`src/rtl/evseq_pkg.sv`:
```
package evseq_pkg;
    localparam int TS_W    = 16;
    localparam int CODE_W  = 8;
    localparam int BKT_W   = 10;
    localparam int BKT_MAX = 827;
    localparam int DEPTH   = 16;
    localparam int IDX_W   = $clog2(DEPTH);
    localparam int CRS_W   = BKT_W - 2;
    localparam int CNT_W   = TS_W + 1;

    typedef struct packed {
        logic [TS_W-1:0]   ts;
        logic [CODE_W-1:0] code;
        logic              inj;
    } seq_entry_t;

    typedef enum logic {ST_IDLE = 1'b0, ST_PLAY = 1'b1} play_state_e;

    function automatic logic [BKT_W-1:0] clamp_bucket(input logic [BKT_W-1:0] b);
        return (b > BKT_W'(BKT_MAX)) ? BKT_W'(BKT_MAX) : b;
    endfunction

    function automatic logic [CRS_W-1:0] coarse_of(input logic [BKT_W-1:0] b);
        return b[BKT_W-1:2];
    endfunction

    function automatic logic [1:0] fine_of(input logic [BKT_W-1:0] b);
        return b[1:0];
    endfunction
endpackage

```
`src/rtl/evseq_table_banks.sv`:
```
module evseq_table_banks
    import evseq_pkg::*;
(
    input  logic             clk,
    input  logic             rst,
    input  logic             wr_en,
    input  logic             wr_bank,
    input  logic [IDX_W-1:0] wr_addr,
    input  seq_entry_t       wr_entry,
    input  logic             rd_bank,
    input  logic [IDX_W-1:0] rd_addr,
    output seq_entry_t       rd_entry
);
    seq_entry_t rd_pick [2];

    for (genvar b = 0; b < 2; b++) begin : g_bank
        seq_entry_t mem [DEPTH];
        always_ff @(posedge clk) begin
            if (rst) begin
                for (int i = 0; i < DEPTH; i++) mem[i] <= '0;
            end else if (wr_en && (wr_bank == 1'(b))) begin
                mem[wr_addr] <= wr_entry;
            end
        end
        assign rd_pick[b] = mem[rd_addr];
    end

    assign rd_entry = rd_pick[rd_bank];
endmodule

```
`src/rtl/evseq_bucket_offset.sv`:
```
module evseq_bucket_offset
    import evseq_pkg::*;
(
    input  logic [BKT_W-1:0] bucket,
    output logic [CRS_W-1:0] coarse,
    output logic [1:0]       fine
);
    logic [BKT_W-1:0] bkt_c;

    always_comb begin
        bkt_c  = clamp_bucket(bucket);
        coarse = coarse_of(bkt_c);
        fine   = fine_of(bkt_c);
    end
endmodule

```
`src/rtl/evseq_play_ctrl.sv`:
```
module evseq_play_ctrl
    import evseq_pkg::*;
(
    input  logic              clk,
    input  logic              rst,
    input  logic              trig,
    input  logic              mask_wr,
    input  logic [DEPTH-1:0]  mask_in,
    input  logic              commit,
    input  logic [CRS_W-1:0]  coarse_in,
    input  logic [1:0]        fine_in,
    input  seq_entry_t        cur_entry,
    output logic [IDX_W-1:0]  rd_addr,
    output logic              act_bank,
    output logic [CODE_W-1:0] evt_code,
    output logic [1:0]        fine_q,
    output logic              busy,
    output logic              overrun
);
    play_state_e       state;
    logic [CNT_W-1:0]  cnt;
    logic [IDX_W:0]    idx;
    logic [DEPTH-1:0]  mask_pend, mask_live;
    logic [CRS_W-1:0]  coarse_q;
    logic              swap_pend;
    logic [CNT_W-1:0]  eff_ts;
    logic              at_end, due;

    always_comb begin
        eff_ts = {1'b0, cur_entry.ts} + (cur_entry.inj ? CNT_W'(coarse_q) : '0);
        at_end = idx[IDX_W] || (cur_entry.code == '0);
        due    = (eff_ts <= cnt);
    end

    assign rd_addr = idx[IDX_W-1:0];
    assign busy    = (state == ST_PLAY);

    always_ff @(posedge clk) begin
        if (rst) begin
            state     <= ST_IDLE;
            cnt       <= '0;
            idx       <= '0;
            mask_pend <= '0;
            mask_live <= '0;
            coarse_q  <= '0;
            fine_q    <= '0;
            swap_pend <= 1'b0;
            act_bank  <= 1'b0;
            evt_code  <= '0;
            overrun   <= 1'b0;
        end else begin
            evt_code <= '0;
            if (mask_wr) mask_pend <= mask_in;
            if (commit)  swap_pend <= 1'b1;
            unique case (state)
                ST_IDLE: begin
                    if (trig) begin
                        state     <= ST_PLAY;
                        cnt       <= '0;
                        idx       <= '0;
                        mask_live <= mask_pend;
                        coarse_q  <= coarse_in;
                        fine_q    <= fine_in;
                        if (swap_pend) begin
                            act_bank  <= ~act_bank;
                            swap_pend <= commit;
                        end
                    end
                end
                ST_PLAY: begin
                    if (trig) overrun <= 1'b1;
                    if (cnt != '1) cnt <= cnt + 1'b1;
                    if (at_end) begin
                        state <= ST_IDLE;
                    end else if (due) begin
                        evt_code <= mask_live[rd_addr] ? cur_entry.code : '0;
                        idx      <= idx + 1'b1;
                    end
                end
                default: state <= ST_IDLE;
            endcase
        end
    end
endmodule

```
`src/rtl/evseq_player.sv`:
```
module evseq_player
    import evseq_pkg::*;
(
    input  logic              clk,
    input  logic              rst,
    input  logic              trig_i,
    input  logic              wr_en_i,
    input  logic [IDX_W-1:0]  wr_addr_i,
    input  logic [TS_W-1:0]   wr_ts_i,
    input  logic [CODE_W-1:0] wr_code_i,
    input  logic              wr_inj_i,
    input  logic              mask_wr_i,
    input  logic [DEPTH-1:0]  mask_i,
    input  logic              commit_i,
    input  logic [BKT_W-1:0]  bucket_i,
    output logic [CODE_W-1:0] evt_code_o,
    output logic [1:0]        fine_delay_o,
    output logic              busy_o,
    output logic              overrun_o
);
    seq_entry_t       wr_entry, cur_entry;
    logic [IDX_W-1:0] rd_addr;
    logic             act_bank;
    logic [CRS_W-1:0] coarse;
    logic [1:0]       fine;

    assign wr_entry = '{ts: wr_ts_i, code: wr_code_i, inj: wr_inj_i};

    evseq_table_banks u_tbl (
        .clk      (clk),
        .rst      (rst),
        .wr_en    (wr_en_i),
        .wr_bank  (~act_bank),
        .wr_addr  (wr_addr_i),
        .wr_entry (wr_entry),
        .rd_bank  (act_bank),
        .rd_addr  (rd_addr),
        .rd_entry (cur_entry)
    );

    evseq_bucket_offset u_bkt (
        .bucket (bucket_i),
        .coarse (coarse),
        .fine   (fine)
    );

    evseq_play_ctrl u_ctrl (
        .clk       (clk),
        .rst       (rst),
        .trig      (trig_i),
        .mask_wr   (mask_wr_i),
        .mask_in   (mask_i),
        .commit    (commit_i),
        .coarse_in (coarse),
        .fine_in   (fine),
        .cur_entry (cur_entry),
        .rd_addr   (rd_addr),
        .act_bank  (act_bank),
        .evt_code  (evt_code_o),
        .fine_q    (fine_delay_o),
        .busy      (busy_o),
        .overrun   (overrun_o)
    );
endmodule

```
`config.mk`:
```
export PLATFORM = sky130hd
export DESIGN_NAME = evseq_player
export DESIGN_NICKNAME = d
export VERILOG_FILES = /design/src/rtl/evseq_pkg.sv /design/src/rtl/evseq_table_banks.sv /design/src/rtl/evseq_bucket_offset.sv /design/src/rtl/evseq_play_ctrl.sv /design/src/rtl/evseq_player.sv
export SDC_FILE = /design/constraint.sdc
export NUM_CORES = 1
export LEC_CHECK = 0
export BUFFER_PORTS_ARGS = -buffer_cell sky130_fd_sc_hd__buf_2
export CORE_UTILIZATION = 65
export DETAILED_ROUTE_END_ITERATION = 16
export PLACE_DENSITY_LB_ADDON = 0.05
export SLEW_MARGIN = 20
export SYNTH_ARGS = -nofsm -noshare
export SYNTH_HDL_FRONTEND = slang
export SYNTH_SLANG_ARGS = --single-unit
```
`constraint.sdc`:
```
create_clock -name clk -period 19.5 [get_ports clk]
set_clock_uncertainty 0.2 [all_clocks]
set_input_delay 0.975 -clock clk [delete_from_list [all_inputs] [get_ports clk]]
set_output_delay 0.975 -clock clk [all_outputs]
set_load 0.02 [all_outputs]
```
Word-level counts from Yosys, hierarchy flattened
Memories as Yosys holds them, arrays and structs flattened. A register that Yosys moved wholly into a read port is not among the register bits.
Cells that the tools add are included.
- bits in registers: 76
- bits in writable memories: 800
- input port bits: 61
- output and inout port bits: 12
- logic and storage cells: 81
- memories kept: 2
- memory list (memory ; depth ; width ; rd ports ; clocked after Yosys merged registers in ; wr ports ; RTL line ; text):
    u_tbl.g_bank[0].mem ; 16 ; 25 ; 1 ; 1 ; 16 ; evseq_table_banks.sv:17 ; seq_entry_t mem [DEPTH];
    u_tbl.g_bank[1].mem ; 16 ; 25 ; 1 ; 1 ; 16 ; evseq_table_banks.sv:17 ;
- add/sub/neg operators: 3
- magnitude comparators: 4
- equal/unequal tests: 5
- multiplexer cells: 39
- bitwise logic cells: 5
- reduce and logical (&&, ||, !) cells: 12
- operators by type and width (operator ; count):
    25-bit 2-to-1 mux ; 5
    25-bit OR reduction ; 2
    17-bit 2-to-1 mux ; 2
    17-bit case mux with 2 select lines ; 1
    4-bit 2-to-1 mux ; 6
    16-bit by 17-bit adder with 17-bit output ; 1
    17-bit by 1-bit adder with 17-bit output (second input constant) ; 1
    17-bit less-or-equal comparator ; 1
    1-bit 2-to-1 mux ; 17
    17-bit != test (second input constant) ; 1
    5-bit 2-to-1 mux ; 3
    10-bit greater-than comparator (second input constant) ; 1
    10-bit 2-to-1 mux ; 1
    5-bit case mux with 2 select lines ; 1
    8-bit logical NOT ; 1
    8-bit 2-to-1 mux ; 1
    2-bit != test (second input constant) ; 4
    2-bit AND reduction ; 3
    3-bit AND reduction ; 2
    5-bit by 1-bit adder with 5-bit output (second input constant) ; 1
    4-bit by 5-bit less-than comparator with 1-bit output (second input constant) ; 1
    5-bit OR reduction ; 1
    1-bit binary-select mux with 4-bit select ; 1
    1-bit inverter ; 4
    5 further kinds ; 6

Longest topological paths before layout
Gate-level depths: netlist of run 1.
- depth in word-level cells: 12
- mapped depth: 27
- mapped depth without buffers: 22

Cells and area by module
Synthesis of run 1 repeated with hierarchy kept, for this count alone.
- cell total of the unflattened synthesis: 3227
- area, all modules: 41307.1 µm²
- modules (own cells, without submodules) (module ; times used ; cells each ; area each (µm²) ; sequential area each (µm²)):
    evseq_table_banks ; 1 ; 2733 ; 37200.7 ; 24023.0
    evseq_play_ctrl ; 1 ; 475 ; 3995.1 ; 1521.5
    evseq_bucket_offset ; 1 ; 18 ; 107.6 ; 0.0
    evseq_player ; 1 ; 1 ; 3.8 ; 0.0

Least setup slack after synthesis of run 1
Ideal clock, no wire load.
- path type: register to register
- start point: reg with a tool-made name
- end point: reg with a tool-made name
- setup time: 0.127 ns
- arrival time: 6.231 ns
- data required time: 19.173 ns
- path slack: 12.942 ns
- stages on the path, launching flop included: 28
- path buffers: 6
- period minus slack after synthesis: 6.558 ns
- cell sequence: dfxtp_1 > buf_4 > buf_6 > buf_6 > buf_6 > buf_6 > buf_2 > mux4_2 > mux4_2 > mux2_2 > ha_1 > inv_1 > fa_1 > nor2b_1 > o21ai_0 > a21boi_0 > o21ai_0 > a21oi_1 > o2111ai_1 > xor2_1 > ha_1 > a21o_1 > a21o_1 > a21oi_1 > nand2_1 > o311ai_0 > a221oi_2 > or3_1

==> reports/summary.md, run 1 <==
The run gives 149000 µm as the wire length of the first global-routing pass. Across the VDD grid, the largest voltage drop is 79.4 µV. The initial standard-cell utilization of the core was 66.3%. The top cell types in the final layout, fill and taps aside, are 801 x and2_1, 800 x edfxtp_1, 255 x mux4_2. The number of vias per cell is 6.61, and the number of hold buffers added after cts is 0. The run gives 0.253 ns as the smallest hold slack.

The worst hold path terminates at u_ctrl.mask_live[4]. Power spread over the standard cell area amounts to 93.4 nW/µm². The main flop type after synthesis is edfxtp_1.

For the via count of the first global-routing pass, the log shows 23154. Setup repair after global routing left no endpoint under its margin. The proportion of synthesized flip-flops having asynchronous set or reset was 0%; the number of standard cells after synthesis was 2645. The layout overhead on the synthesized area is 8.89%. For the sum of overflow across all layers after global routing, the log shows 0.

The run finished with clean final reports. End of the worst register-to-register path: u_ctrl.evt_code[5]. The depth of the most critical reg-to-reg path was 24; the number of nets in the synthesized netlist was 2735.

The floorplan has 90 rows. The logs give 33.1% for the overall fraction of global-route tracks in use and 3832 for the filler cell count. The tools report the detailed-route via count as 23029. The worst hold path begins at u_ctrl.mask_pend[4]. STA classifies the critical path startpoint as a flip-flop. Final clock period utilization by the worst path: 41.4%. TritonCTS built the clock tree. The number of iterations in the first detailed-routing pass was 8; the fraction of synthesized cell area taken by the top area cell type was 59.6%. The tools report the number of instances resized during post-cts repair as 0. The total core area was 60800 µm². Input and output buffers added on the ports amount to 72.

The worst path meets setup with 11.43 ns of slack. Measured along the y axis, the die boundary spans 251 µm. For the total count of max-transition violations in the final report, the log shows 0. CTS placed an instance of clkbuf_16 at the clock tree root. In the final layout, the share of cells above drive strength 1 is 20.8%. The sort of element at the end of the critical path was a flip-flop. The detailed placer's ending HPWL is 56500 µm, and the wire length per cell after detailed routing is 29.4 µm. The measured slew at the worst slew-check pin came out at 1.13 ns.

In this run the horizontal extent of the chip is 251 µm. The count of max-cap constraint violations came out at 0. Yosys mapped a number of flops with a built-in enable equal to 800. The sequential element share of the synthesized area came out at 63.6%. At the worst endpoint, the required time is 19.86 ns. For the area after detailed placement, the log shows 41100 µm². Setup violations remaining at the end of the flow were counted as 0.

During I/O placement, the number of pins put on the boundary was 73. Yosys mapped the design onto 55 distinct sky130hd cell types. Adding up every negative setup slack in the final design gives 0 ns. After synthesis the netlist holds a flip-flop and latch count of 880. The post-CTS repair timing setup buffer count was 0.

The mean instance size in the synthesized netlist was 15.2 µm²; the register clock-pin slew on the reported worst setup and hold paths was 0.06 ns. For this block, the initial DRC count from the detailed router was 2857. The largest total area in the synthesized netlist belongs to edfxtp_1. The cell area that synthesis handed to floorplanning was 40300 µm².

The analysis attributes to cell leakage a power of 15.7 nW. CTS built an H-tree with a depth of 3. Data on the critical path arrives at its endpoint at 8.43 ns.

The top achievable clock speed came out at 124 MHz. In this run the deepest clock path goes through 3 buffers. Total power for the finished layout comes to 4.10 mW. The library cell used most frequently in the layout, excluding fill and tap cells, is and2_1. For the worst-skew pair, the clock arrives at the later sink with an insertion delay of 0.64 ns. Entering global routing, the biggest net connects 75 pins. The die covers 63000 µm². The congestion estimate from routability-driven global placement came to 0.889. The logs give 9 for the number of antenna violations at the first check in global routing and 88 for the number of clock buffers inserted by TritonCTS. The count of synthesis-stage warnings from yosys was 0.

The type of the most critical hold path is flip-flop to flip-flop. Across all register-to-register paths, the minimum setup slack is 11.43 ns. At the placement stage, the worst setup path has a slack of 11.34 ns.

The classification of the worst setup path is flip-flop to flip-flop. The total DRC errors in the routed layout came out at 0. The wire length reported by the detailed router is 102000 µm. Of all nets on the critical path, the largest fanout is 48.

The worst path in the final design needs a cycle of 8.07 ns, including I/O delays and setup. In this run the remaining antenna-violating nets after routing total 0. The number of nets in the final layout is 2718, and the worst slew slack as a fraction of its limit is 24.8%.

By area the synthesized netlist is led by edfxtp_1 60%, mux4_2 14%, and2_1 12%. The worst hold path cell count works out to 2. The logs give 43900 µm² for the final standard cell area without fillers and 880 for the TritonCTS sink count. Number of hold violations in the final report: 0.
## sequential cells by signal, indices dropped and copies added (netlist names), 2 cells and up, named ones only
name / cells
u_tbl.g_bank.mem: 800
u_ctrl.fine_q: 2
u_ctrl.cnt: 17
u_ctrl.evt_code: 8
u_ctrl.mask_live: 16
u_ctrl.coarse_q: 8
u_ctrl.idx: 5
u_ctrl.mask_pend: 16
## through the flow
stage          std cells  util, %
3_5_place_dp        3320     67.6
5_1_grt             3483     72.2
6_report            3484     72.2
3_3_place_gp        3320     67.6
2_1_floorplan       2645        -
4_1_cts             3483     72.2
## Yosys cell counts, types with 2 or more instances
| cell type | n |
|---|---|
| a211oi_1 | 2 |
| a21o_1 | 8 |
| a21oi_1 | 46 |
| a22oi_1 | 5 |
| and2_1 | 801 |
| and3_1 | 2 |
| buf_1 | 2 |
| buf_2 | 16 |
| buf_4 | 4 |
| buf_6 | 12 |
| clkbuf_1 | 191 |
| dfxtp_1 | 80 |
| edfxtp_1 | 800 |
| ha_1 | 28 |
| inv_1 | 25 |
| mux2_2 | 8 |
| mux2i_1 | 31 |
| mux2i_2 | 2 |
| mux4_2 | 255 |
| nand2_1 | 56 |
| nand2b_1 | 9 |
| nand3_1 | 19 |
| nand3b_1 | 3 |
| nand4_1 | 8 |
| nor2_1 | 95 |
| nor2b_1 | 13 |
| nor3_1 | 21 |
| nor4_1 | 4 |
| nor4b_1 | 2 |
| o211ai_1 | 5 |
| o21a_1 | 6 |
| o21ai_0 | 10 |
| o21ba_1 | 4 |
| o311ai_0 | 3 |
| or2_2 | 33 |
| or3_1 | 6 |
| or4_1 | 2 |
| xnor2_1 | 7 |
| xor2_1 | 5 |
## per-layer routing
metal | wire (µm) | up-vias | global-route usage, %
li1 | - | 9656 | -
met1 | 40400 | 11907 | 46.7
met2 | 49300 | 1232 | 53.3
met3 | 9430 | 228 | 6.05
met4 | 3050 | 6 | 10.4
met5 | 43 | - | 0
## how the worst max path moves through the flow
stage                          to  slack, ns  depth (start not counted)
2_1_floorplan           flip-flop      12.94                         27
3_3_place_gp        u_ctrl.idx[2]      11.62                         24
3_5_place_dp   u_ctrl.evt_code[5]      11.34                         24
4_1_cts        u_ctrl.evt_code[5]      11.32                         24
5_1_grt        u_ctrl.evt_code[5]      10.86                         24
6_report       u_ctrl.evt_code[5]      11.43                         24
## logic make-up (layout without fill, tap and decap cells)
logic type,after synthesis,after routing,synth area share (%)
other cells,0,1,0
buf+inv,251,307,2.65
fa+ha+maj,29,29,0.919
mux,296,296,15.3
xor+xnor,12,12,0.261
simple gates,1079,1079,15.7
flops,880,880,63.6
compound gates,98,98,1.55
## worst max-delay path, stage by stage, from the launching register on
cell and delay (ns):
dfxtp_4 0.93, buf_4 0.90, mux4_2 0.62, mux4_2 0.51, mux2i_2 0.51, nor2b_1 0.14, ha_1 0.25, inv_1 0.08
fa_1 0.21, nor2b_1 0.06, o21ai_0 0.22, a21boi_0 0.15, o21ai_0 0.27, a21oi_1 0.18, o2111ai_1 0.25, xor2_1 0.17
ha_1 0.27, a21o_1 0.17, a21o_1 0.18, a21oi_1 0.21, nand2_1 0.10, o311ai_0 0.52, buf_4 0.24, nand4b_1 0.32
nor2_1 0.21
## power by group
part,switching (mW),internal [mW]
Combinational,0.175,0.116
Clock,0.719,0.937
Sequential,0.0291,2.12
## area by class of cell
cell class / instances / area (µm²) / area share (%)
antenna: 1 / 2.50 / 0.00570
clock buffer: 112 / 2390 / 5.44
sequential: 880 / 25600 / 58.4
multi-input combinational: 1514 / 13700 / 31.2
inverter: 26 / 97.6 / 0.222
tap: 782 / 978 / 2.23
timing repair buffer: 118 / 706 / 1.61
clock inverter: 51 / 408 / 0.929
Note: power is estimated with default switching activity, not from simulation.
==> run 2, diff against run 1 <==
--- a/config.mk
+++ b/config.mk
@@ -6,7 +6,7 @@
 export NUM_CORES = 1
 export LEC_CHECK = 0
 export BUFFER_PORTS_ARGS = -buffer_cell sky130_fd_sc_hd__buf_2
-export CORE_UTILIZATION = 65
+export CORE_UTILIZATION = 63
 export DETAILED_ROUTE_END_ITERATION = 16
 export PLACE_DENSITY_LB_ADDON = 0.05
 export SLEW_MARGIN = 20
==> constraint.sdc (replaced) <==
create_clock -name clk -period 8.12 [get_ports clk]
set_clock_uncertainty 0.2 [all_clocks]
set_input_delay 0.406 -clock clk [delete_from_list [all_inputs] [get_ports clk]]
set_output_delay 0.406 -clock clk [all_outputs]
set_load 0.02 [all_outputs]
==> reports/summary.md, run 2 (same netlist as run 1, synthesis figures left out) <==
The tools report the number of antenna violations at the first check in global routing as 7 (was 9). Final period demand of the worst path: 6.97 ns (was 8.07 ns). The number of cells in the finished layout apart from fillers was 3586 (was 3484); the number of iterations in the first detailed-routing pass was 5 (was 8). The logs give 3 (unchanged) for the maximum number of buffers from clock root to sink and 196 µV (was 79.4 µV) for the peak supply drop. The signal arrival time at the worst endpoint is 7.33 ns (was 8.43 ns).

The tools report the sort of element at the end of the critical path as a flip-flop (unchanged). The width of the chip is 255 µm (was 251 µm), and the number of placed I/O pins is 73 (unchanged). Wire length reported by the detailed router: 104000 µm (was 102000 µm). The tools report the sum of overflow across all layers after global routing as 0 (unchanged). The H-tree depth was 3 (unchanged). For the detailed placer's ending HPWL, the log shows 58800 µm (was 56500 µm). The number of hold violations in the final report was 0 (unchanged); the leakage power was 15.8 nW (was 15.7 nW). The logs give 3388 (was 3320) for the post-placement cell count and 0 ns (unchanged) for the final total negative setup slack. Most frequent cells in the layout: 801 x and2_1, 800 x edfxtp_1, 255 x mux4_2 (unchanged). Setup repair after global routing left no endpoint under its margin. The count of buffers from port buffering works out to 72 (unchanged). Slowest library cell on the worst path: dfxtp_4 (unchanged). The tools report the overall die area as 65000 µm² (was 63000 µm²). Leading registers by flop count: u_tbl.g_bank.mem x800, u_ctrl.cnt x17 (unchanged). Top achievable clock speed: 143 MHz (was 124 MHz). The floorplan die height was 255 µm (was 251 µm); the initial standard-cell utilization of the core was 63.8% (was 66.3%). For the total DRC errors in the routed layout, the log shows 0 (unchanged). Count of max-cap constraint violations: 0 (unchanged).

The number of clock buffers inserted by TritonCTS is 91 (was 88). The total count of max-transition violations in the final report is 0 (unchanged). The classification of the worst setup path is flip-flop to flip-flop (unchanged). The run gives 2754 (was 2718) as the number of nets in the final layout. The leading cell type in the layout, fill and taps excluded was and2_1 (unchanged). Final weighted congestion in routability-driven placement: 0.852 (was 0.889).

The via count of the first global-routing pass was 23171 (was 23154). The tools report the wire length of the first global-routing pass as 151000 µm (was 149000 µm). The layout overhead on the synthesized area is 10.0% (was 8.89%). The measured slew at the worst slew-check pin is 1.06 ns (was 1.13 ns), and the wire length per cell after detailed routing is 28.9 µm (was 29.4 µm). The tools report the antenna violation net count after detailed routing as 0 (unchanged).

The slack of the worst reg-to-reg path is 1.15 ns (was 11.43 ns). The number of vias per cell is 6.35 (was 6.61). The TritonCTS sink count is 880 (unchanged), and the post-CTS repair timing setup buffer count is 0 (unchanged). The tools report the number of core rows as 92 (was 90). The root cell of the clock tree is clkbuf_16 (unchanged).

TritonCTS built the clock tree. The worst slew slack as a fraction of its limit is 29.3% (was 24.8%), and the fraction of layout instances using a drive strength above 1 is 20.6% (was 20.8%). The starting DRC count in detailed routing is 2630 (was 2857), and the overall fraction of global-route tracks in use is 32.8% (was 33.1%). The largest fanout on the critical path works out to 43 (was 48). The tools report the filler cell count as 4071 (was 3832). Sequence of cells on the critical path: mux4_2, mux4_2, mux2i_2, nor2b_1, ha_1, inv_1, fa_1, nor2b_1, o21ai_0, a21boi_0, o21ai_0, a21oi_1, o211ai_1, xor2_1, ha_1, a21o_1, a21o_1, a21oi_1, nand2_1, o311ai_0, buf_4, nand4b_1, nor2_1 (was buf_4, mux4_2, mux4_2, mux2i_2, nor2b_1, ha_1, inv_1, fa_1, nor2b_1, o21ai_0, a21boi_0, o21ai_0, a21oi_1, o2111ai_1, xor2_1, ha_1, a21o_1, a21o_1, a21oi_1, nand2_1, o311ai_0, buf_4, nand4b_1, nor2_1).

The setup-violating endpoint count in the final report was 0 (unchanged); the delay of the slowest cell on the worst path was 0.95 ns (was 0.93 ns). Register clock-pin slew on the reported worst setup and hold paths: 0.06 ns (about the same). The final clock period utilization by the worst path came out at 85.8% (was 41.4%). The tools report the kind of start point of the critical path as a flip-flop (unchanged).

The register ranked first by flip-flop count was u_tbl.g_bank.mem (unchanged). The total core area was 63200 µm² (was 60800 µm²). The total power consumption of the routed design is 9.89 mW (was 4.10 mW), and the pin count of the biggest net entering global routing is 80 (was 75). The tools report the detailed-route via count as 22774 (was 23029). The run finished with clean final reports. The power density relative to cell area was 223 nW/µm² (was 93.4 nW/µm²); the flip-flop count of the largest register, all copies and words added was 800 (unchanged).

The tools report the required time of the critical path as 8.48 ns (was 19.86 ns). The run gives 0.65 ns (was 0.64 ns) as the clock latency on the worst-skew pair. The type of the most critical hold path was primary input to flip-flop (was flip-flop to flip-flop).
-- run 2: cell count changes in the layout (fill, tap and decap cells not counted), sizes merged --
cell	previous run	this run
buf	118	122
bufinv	5	4
clkbuf	112	120
clkinv	37	38
clkinvlp	3	4
diode	1	2
dlygate4sd3	0	29
inv	32	27
-- run 2: power breakdown --
group	switching (mW)	internal, mW	leakage [nW]
sequential	0.0715	5.10	8.85
clock	1.72	2.28	1.37
combinational	0.425	0.291	5.61
total	2.22	7.67	15.8
-- run 2: timing repair --
| action | CTS | global route |
|---|---|---|
| resized for setup | 0 | 0 |
| endpoints found under the hold margin | 29 | 0 |
| hold buffers | 29 | 0 |
| endpoints found under the setup margin | 0 | 0 |
-- run 2: cell type report --
cell class	instances	area, µm²	share of cell area (%)
flip-flops and latches	880	25600	57.8
multi-input cells	1514	13700	30.9
clock buffers	120	2490	5.62
well taps	846	1060	2.39
repair buffers	151	1050	2.38
clock inverters	47	322	0.725
inverters	26	97.6	0.220
diodes	2	5.00	0.0113
-- run 2: per-stage QoR --
| step | hold slack [ns] | instance area (µm²) | worst slack [ns] | util [%] |
|---|---|---|---|---|
| 2_1_floorplan | 0.227 | 40300 | 1.56 | - |
| 3_3_place_gp | 0.240 | 41200 | 1.42 | 65.3 |
| 3_5_place_dp | 0.248 | 41200 | 1.22 | 65.3 |
| 4_1_cts | 0.0955 | 44300 | 1.17 | 70.2 |
| 5_1_grt | 0.134 | 44300 | 0.522 | 70.2 |
| 6_report | 0.110 | 44400 | 1.15 | 70.2 |
-- run 2: per-layer routing --
| metal | wire, µm | vias up | global-route usage (%) |
|---|---|---|---|
| met5 | 16 | - | 0 |
| met4 | 3710 | 4 | 12.8 |
| met3 | 8800 | 227 | 5.56 |
| met2 | 49900 | 1124 | 52.3 |
| met1 | 41300 | 11689 | 45.7 |
| li1 | - | 9730 | - |
-- run 2: critical path: cells and delay by family, from the launching register on --
kind	cells	cell delay, ns
compound gates	9	2.00
mux	3	1.62
flops	1	0.95
simple gates	5	0.82
fa+ha+maj	3	0.74
buf+inv	2	0.30
xor+xnor	1	0.21
-- run 2: final timing paths --
path / from / to / depth (start not counted)
hold reg to reg: u_ctrl.mask_pend[4] / u_ctrl.mask_live[4] / 2
setup reg to reg: flip-flop / u_ctrl.evt_code[7] / 23
hold / removal: mask_wr_i / u_ctrl.mask_pend[13] / 3
setup / recovery: flip-flop / u_ctrl.evt_code[7] / 23
==> run 3, diff against run 2 <==
--- a/config.mk
+++ b/config.mk
@@ -6,7 +6,7 @@
 export NUM_CORES = 1
 export LEC_CHECK = 0
 export BUFFER_PORTS_ARGS = -buffer_cell sky130_fd_sc_hd__buf_2
-export CORE_UTILIZATION = 63
+export CORE_UTILIZATION = 50
 export DETAILED_ROUTE_END_ITERATION = 16
 export PLACE_DENSITY_LB_ADDON = 0.05
 export SLEW_MARGIN = 20
==> constraint.sdc (replaced) <==
create_clock -name clk -period 7.7 [get_ports clk]
set_clock_uncertainty 0.2 [all_clocks]
set_input_delay 0.385 -clock clk [delete_from_list [all_inputs] [get_ports clk]]
set_output_delay 0.385 -clock clk [all_outputs]
set_load 0.02 [all_outputs]
==> reports/summary.md, run 3 (same netlist as run 1, synthesis figures left out) <==
Minimum setup slack in the final design: 0.953 ns (was 1.15 ns). Sequence of cells on the critical path: mux4_2, mux4_2, mux2i_2, nor2b_1, ha_1, nor2b_1, o21ai_0, a21boi_0, o21ai_0, a21oi_1, o2111ai_1, xor2_1, ha_1, a21o_1, a21o_1, a21oi_1, nand2_1, o311ai_0, buf_4, nand4b_1, nor2_1 (was mux4_2, mux4_2, mux2i_2, nor2b_1, ha_1, inv_1, fa_1, nor2b_1, o21ai_0, a21boi_0, o21ai_0, a21oi_1, o211ai_1, xor2_1, ha_1, a21o_1, a21o_1, a21oi_1, nand2_1, o311ai_0, buf_4, nand4b_1, nor2_1). Total DRC errors in the routed layout: 0 (unchanged).

The flow ran to the end, and the final reports show no timing, DRC or antenna violations. The count of buffers from port buffering works out to 72 (unchanged). The via count of the first global-routing pass was 23163 (was 23171); the wire length per cell after detailed routing was 28.9 µm (about the same). Pre-CTS setup slack: 0.976 ns (was 1.22 ns).

Final period demand of the worst path: 6.75 ns (was 6.97 ns). Setup repair after global routing left no endpoint under its margin. TritonCTS built the clock tree. Leading registers by flop count: u_tbl.g_bank.mem x800, u_ctrl.cnt x17 (unchanged). The end of the worst register-to-register path was u_ctrl.evt_code[1] (was u_ctrl.evt_code[7]). The floorplan die height is 286 µm (was 255 µm), and the buffering stage count on the worst path with inverters included is 1 (was 2). The power density relative to cell area is 237 nW/µm² (was 223 nW/µm²). The H-tree depth is 3 (unchanged), and the layout overhead on the synthesized area is 11.3% (was 10.0%). The tools report the number of instances resized during post-cts repair as 0 (unchanged). The slowest library cell on the worst path is dfxtp_4 (unchanged).

The root cell of the clock tree was clkbuf_16 (unchanged). The tools report the number of nets in the final layout as 2758 (was 2754). The detailed placer's ending HPWL came out at 61500 µm (was 58800 µm). Count of max-cap constraint violations: 0 (unchanged). The logs give 0 (unchanged) for the setup-violating endpoint count in the final report and 53000 µm (was 49900 µm) for the amount of wire on met2 after detailed routing. The tools report the antenna violation net count after detailed routing as 0 (unchanged). The width of the chip came out at 286 µm (was 255 µm).

The number of placed I/O pins is 73 (unchanged), and the largest fanout on the critical path is 38 (was 43). The wire length reported by the detailed router is 110000 µm (was 104000 µm). The slack of the worst reg-to-reg path was 0.95 ns (was 1.15 ns); the number of core rows was 103 (was 92). Final clock period utilization by the worst path: 87.6% (was 85.8%). For the wire length of the first global-routing pass, the log shows 160000 µm (was 151000 µm). The tools report the total core area as 79400 µm² (was 63200 µm²). Clock latency on the worst-skew pair: 0.64 ns (was 0.65 ns). The logs give 94 (was 91) for the number of clock buffers inserted by TritonCTS and 201 µV (was 196 µV) for the peak supply drop. For the sum of overflow across all layers after global routing, the log shows 0 (unchanged). The maximum number of buffers from clock root to sink is 3 (unchanged), and the delay of the slowest cell on the worst path is 0.86 ns (was 0.95 ns).

For the worst slew slack as a fraction of its limit, the log shows 26.9% (was 29.3%). The logs give 7420 µm (was 8800 µm) for the met3 wire length and 44900 µm² (was 44400 µm²) for the final standard cell area without fillers. The number of antenna violations at the first check in global routing was 14 (was 7).

The leakage power was 15.9 nW (was 15.8 nW); the worst hold path cell count was 3 (unchanged). Highest routing layer actually used: met5 (unchanged). The TritonCTS sink count is 880 (unchanged). The register ranked first by flip-flop count was u_tbl.g_bank.mem (unchanged). The fraction of layout instances using a drive strength above 1 came out at 21.3% (was 20.6%). The tools report the total count of max-transition violations in the final report as 0 (unchanged). Classification of the worst setup path: flip-flop to flip-flop (unchanged). The register clock-pin slew on the reported worst setup and hold paths works out to 0.06 ns (about the same).

The run gives 81800 µm² (was 65000 µm²) as the overall die area. The end point of the worst hold path was u_ctrl.mask_pend[3] (was u_ctrl.mask_pend[13]). The tools report the final total negative setup slack as 0 ns (unchanged). The worst min-delay path startpoint is mask_wr_i (unchanged).

The initial standard-cell utilization of the core came out at 50.8% (was 63.8%). The number of vias per cell came out at 5.96 (was 6.35). The run gives 22606 (was 22774) as the detailed-route via count. The family of cells with the greatest summed delay on the critical path was compound AO/OA/AOI/OAI gates (unchanged).

The run gives 84 (was 80) as the pin count of the biggest net entering global routing. Flip-flop count of the largest register, all copies and words added: 800 (unchanged). The run gives 46500 µm (was 41300 µm) as the wire length the detailed router placed on met1. The run gives 7.11 ns (was 7.33 ns) as the signal arrival time at the worst endpoint. The total power consumption of the routed design was 10.6 mW (was 9.89 mW); the required time of the critical path was 8.07 ns (was 8.48 ns). The logs give 41600 µm² (was 41200 µm²) for the area after detailed placement and 148 MHz (was 143 MHz) for the top achievable clock speed. The number of iterations in the first detailed-routing pass was 5 (unchanged). The depth of the most critical reg-to-reg path was 21 (was 23); the final weighted congestion in routability-driven placement was 0.799 (was 0.852). Leading cell type in the layout, fill and taps excluded: and2_1 (unchanged). The tools report the sort of element at the end of the critical path as a flip-flop (unchanged). The measured slew at the worst slew-check pin is 1.10 ns (was 1.06 ns).

Most frequent cells in the layout: 801 x and2_1, 800 x edfxtp_1, 255 x mux4_2 (unchanged). The kind of start point of the critical path was a flip-flop (unchanged). The logs give 0 (unchanged) for the number of hold violations in the final report and 27.4% (was 32.8%) for the overall fraction of global-route tracks in use. The type of the most critical hold path is primary input to flip-flop (unchanged). The logs give 56.5% (was 70.2%) for the share of the core filled with cells and 2316 (was 2630) for the starting DRC count in detailed routing.
-- run 3: changes by cell type in the layout (fill, tap and decap cells not counted), moves of 2 or more --
| cell | previous run | this run |
|---|---|---|
| diode_2 | 2 | 4 |
| clkinv_1 | 22 | 20 |
| buf_4 | 49 | 51 |
| inv_6 | 1 | 3 |
| nor2_1 | 89 | 74 |
| clkinvlp_4 | 4 | 0 |
| nor2_2 | 4 | 6 |
| nor2_4 | 2 | 15 |
| bufinv_16 | 4 | 8 |
| clkinv_2 | 16 | 12 |
-- run 3: final cells by class --
cell class | instances | area [µm²]
Clock buffer | 122 | 2520
Inverter | 26 | 97.6
Timing Repair Buffer | 152 | 1060
Fill cell | 6294 | 34500
Clock inverter | 46 | 435
Tap cell | 1050 | 1310
Antenna cell | 4 | 10.0
Sequential cell | 880 | 25600
Multi-Input combinational cell | 1514 | 13800
-- run 3: worst register-to-register path, stage by stage (launching register included) --
cell       delay (ns)
dfxtp_4          0.86
mux4_2           0.65
mux4_2           0.53
mux2i_2          0.43
nor2b_1          0.12
ha_1             0.35
nor2b_1          0.14
o21ai_0          0.10
a21boi_0         0.25
o21ai_0          0.14
a21oi_1          0.37
o2111ai_1        0.20
xor2_1           0.17
ha_1             0.31
a21o_1           0.16
a21o_1           0.17
a21oi_1          0.20
nand2_1          0.10
o311ai_0         0.34
buf_4            0.21
nand4b_1         0.40
nor2_1           0.24
-- run 3: what timing repair did --
action	4_1_cts	5_1_grt
buffers inserted	0	0
endpoints found under the hold margin	28	0
hold buffers	28	0
-- run 3: worst max-delay path by stage --
| stage | startpoint | to | slack, ns | cells past startpoint |
|---|---|---|---|---|
| after floorplan | flip-flop | flip-flop | 1.14 | 27 |
| after detailed placement | flip-flop | u_ctrl.evt_code[1] | 0.98 | 23 |
| after global placement | flip-flop | u_ctrl.evt_code[1] | 1.12 | 23 |
| after global routing | flip-flop | u_ctrl.evt_code[1] | 0.42 | 23 |
| final | flip-flop | u_ctrl.evt_code[1] | 0.95 | 21 |
| after CTS | flip-flop | u_ctrl.evt_code[1] | 0.96 | 23 |
-- run 3: power by group --
group	switching, mW	internal (mW)	total, mW
logic	0.461	0.308	0.769
clock network	1.86	2.57	4.42
registers	0.0725	5.38	5.45
total	2.39	8.26	10.6
-- run 3: per-layer routing --
metal,global-route usage [%],up-vias
met3,4.31,171
met2,44.6,798
met4,6.71,8
met5,0,-
met1,38.8,11882
li1,-,9747
-- run 3: metrics by stage --
step	hold WS [ns]	cells
after floorplan	0.227	2645
after global placement	0.238	3594
after detailed placement	0.244	3594
after CTS	0.0611	3790
after global routing	0.0930	3790
final	0.0831	3794
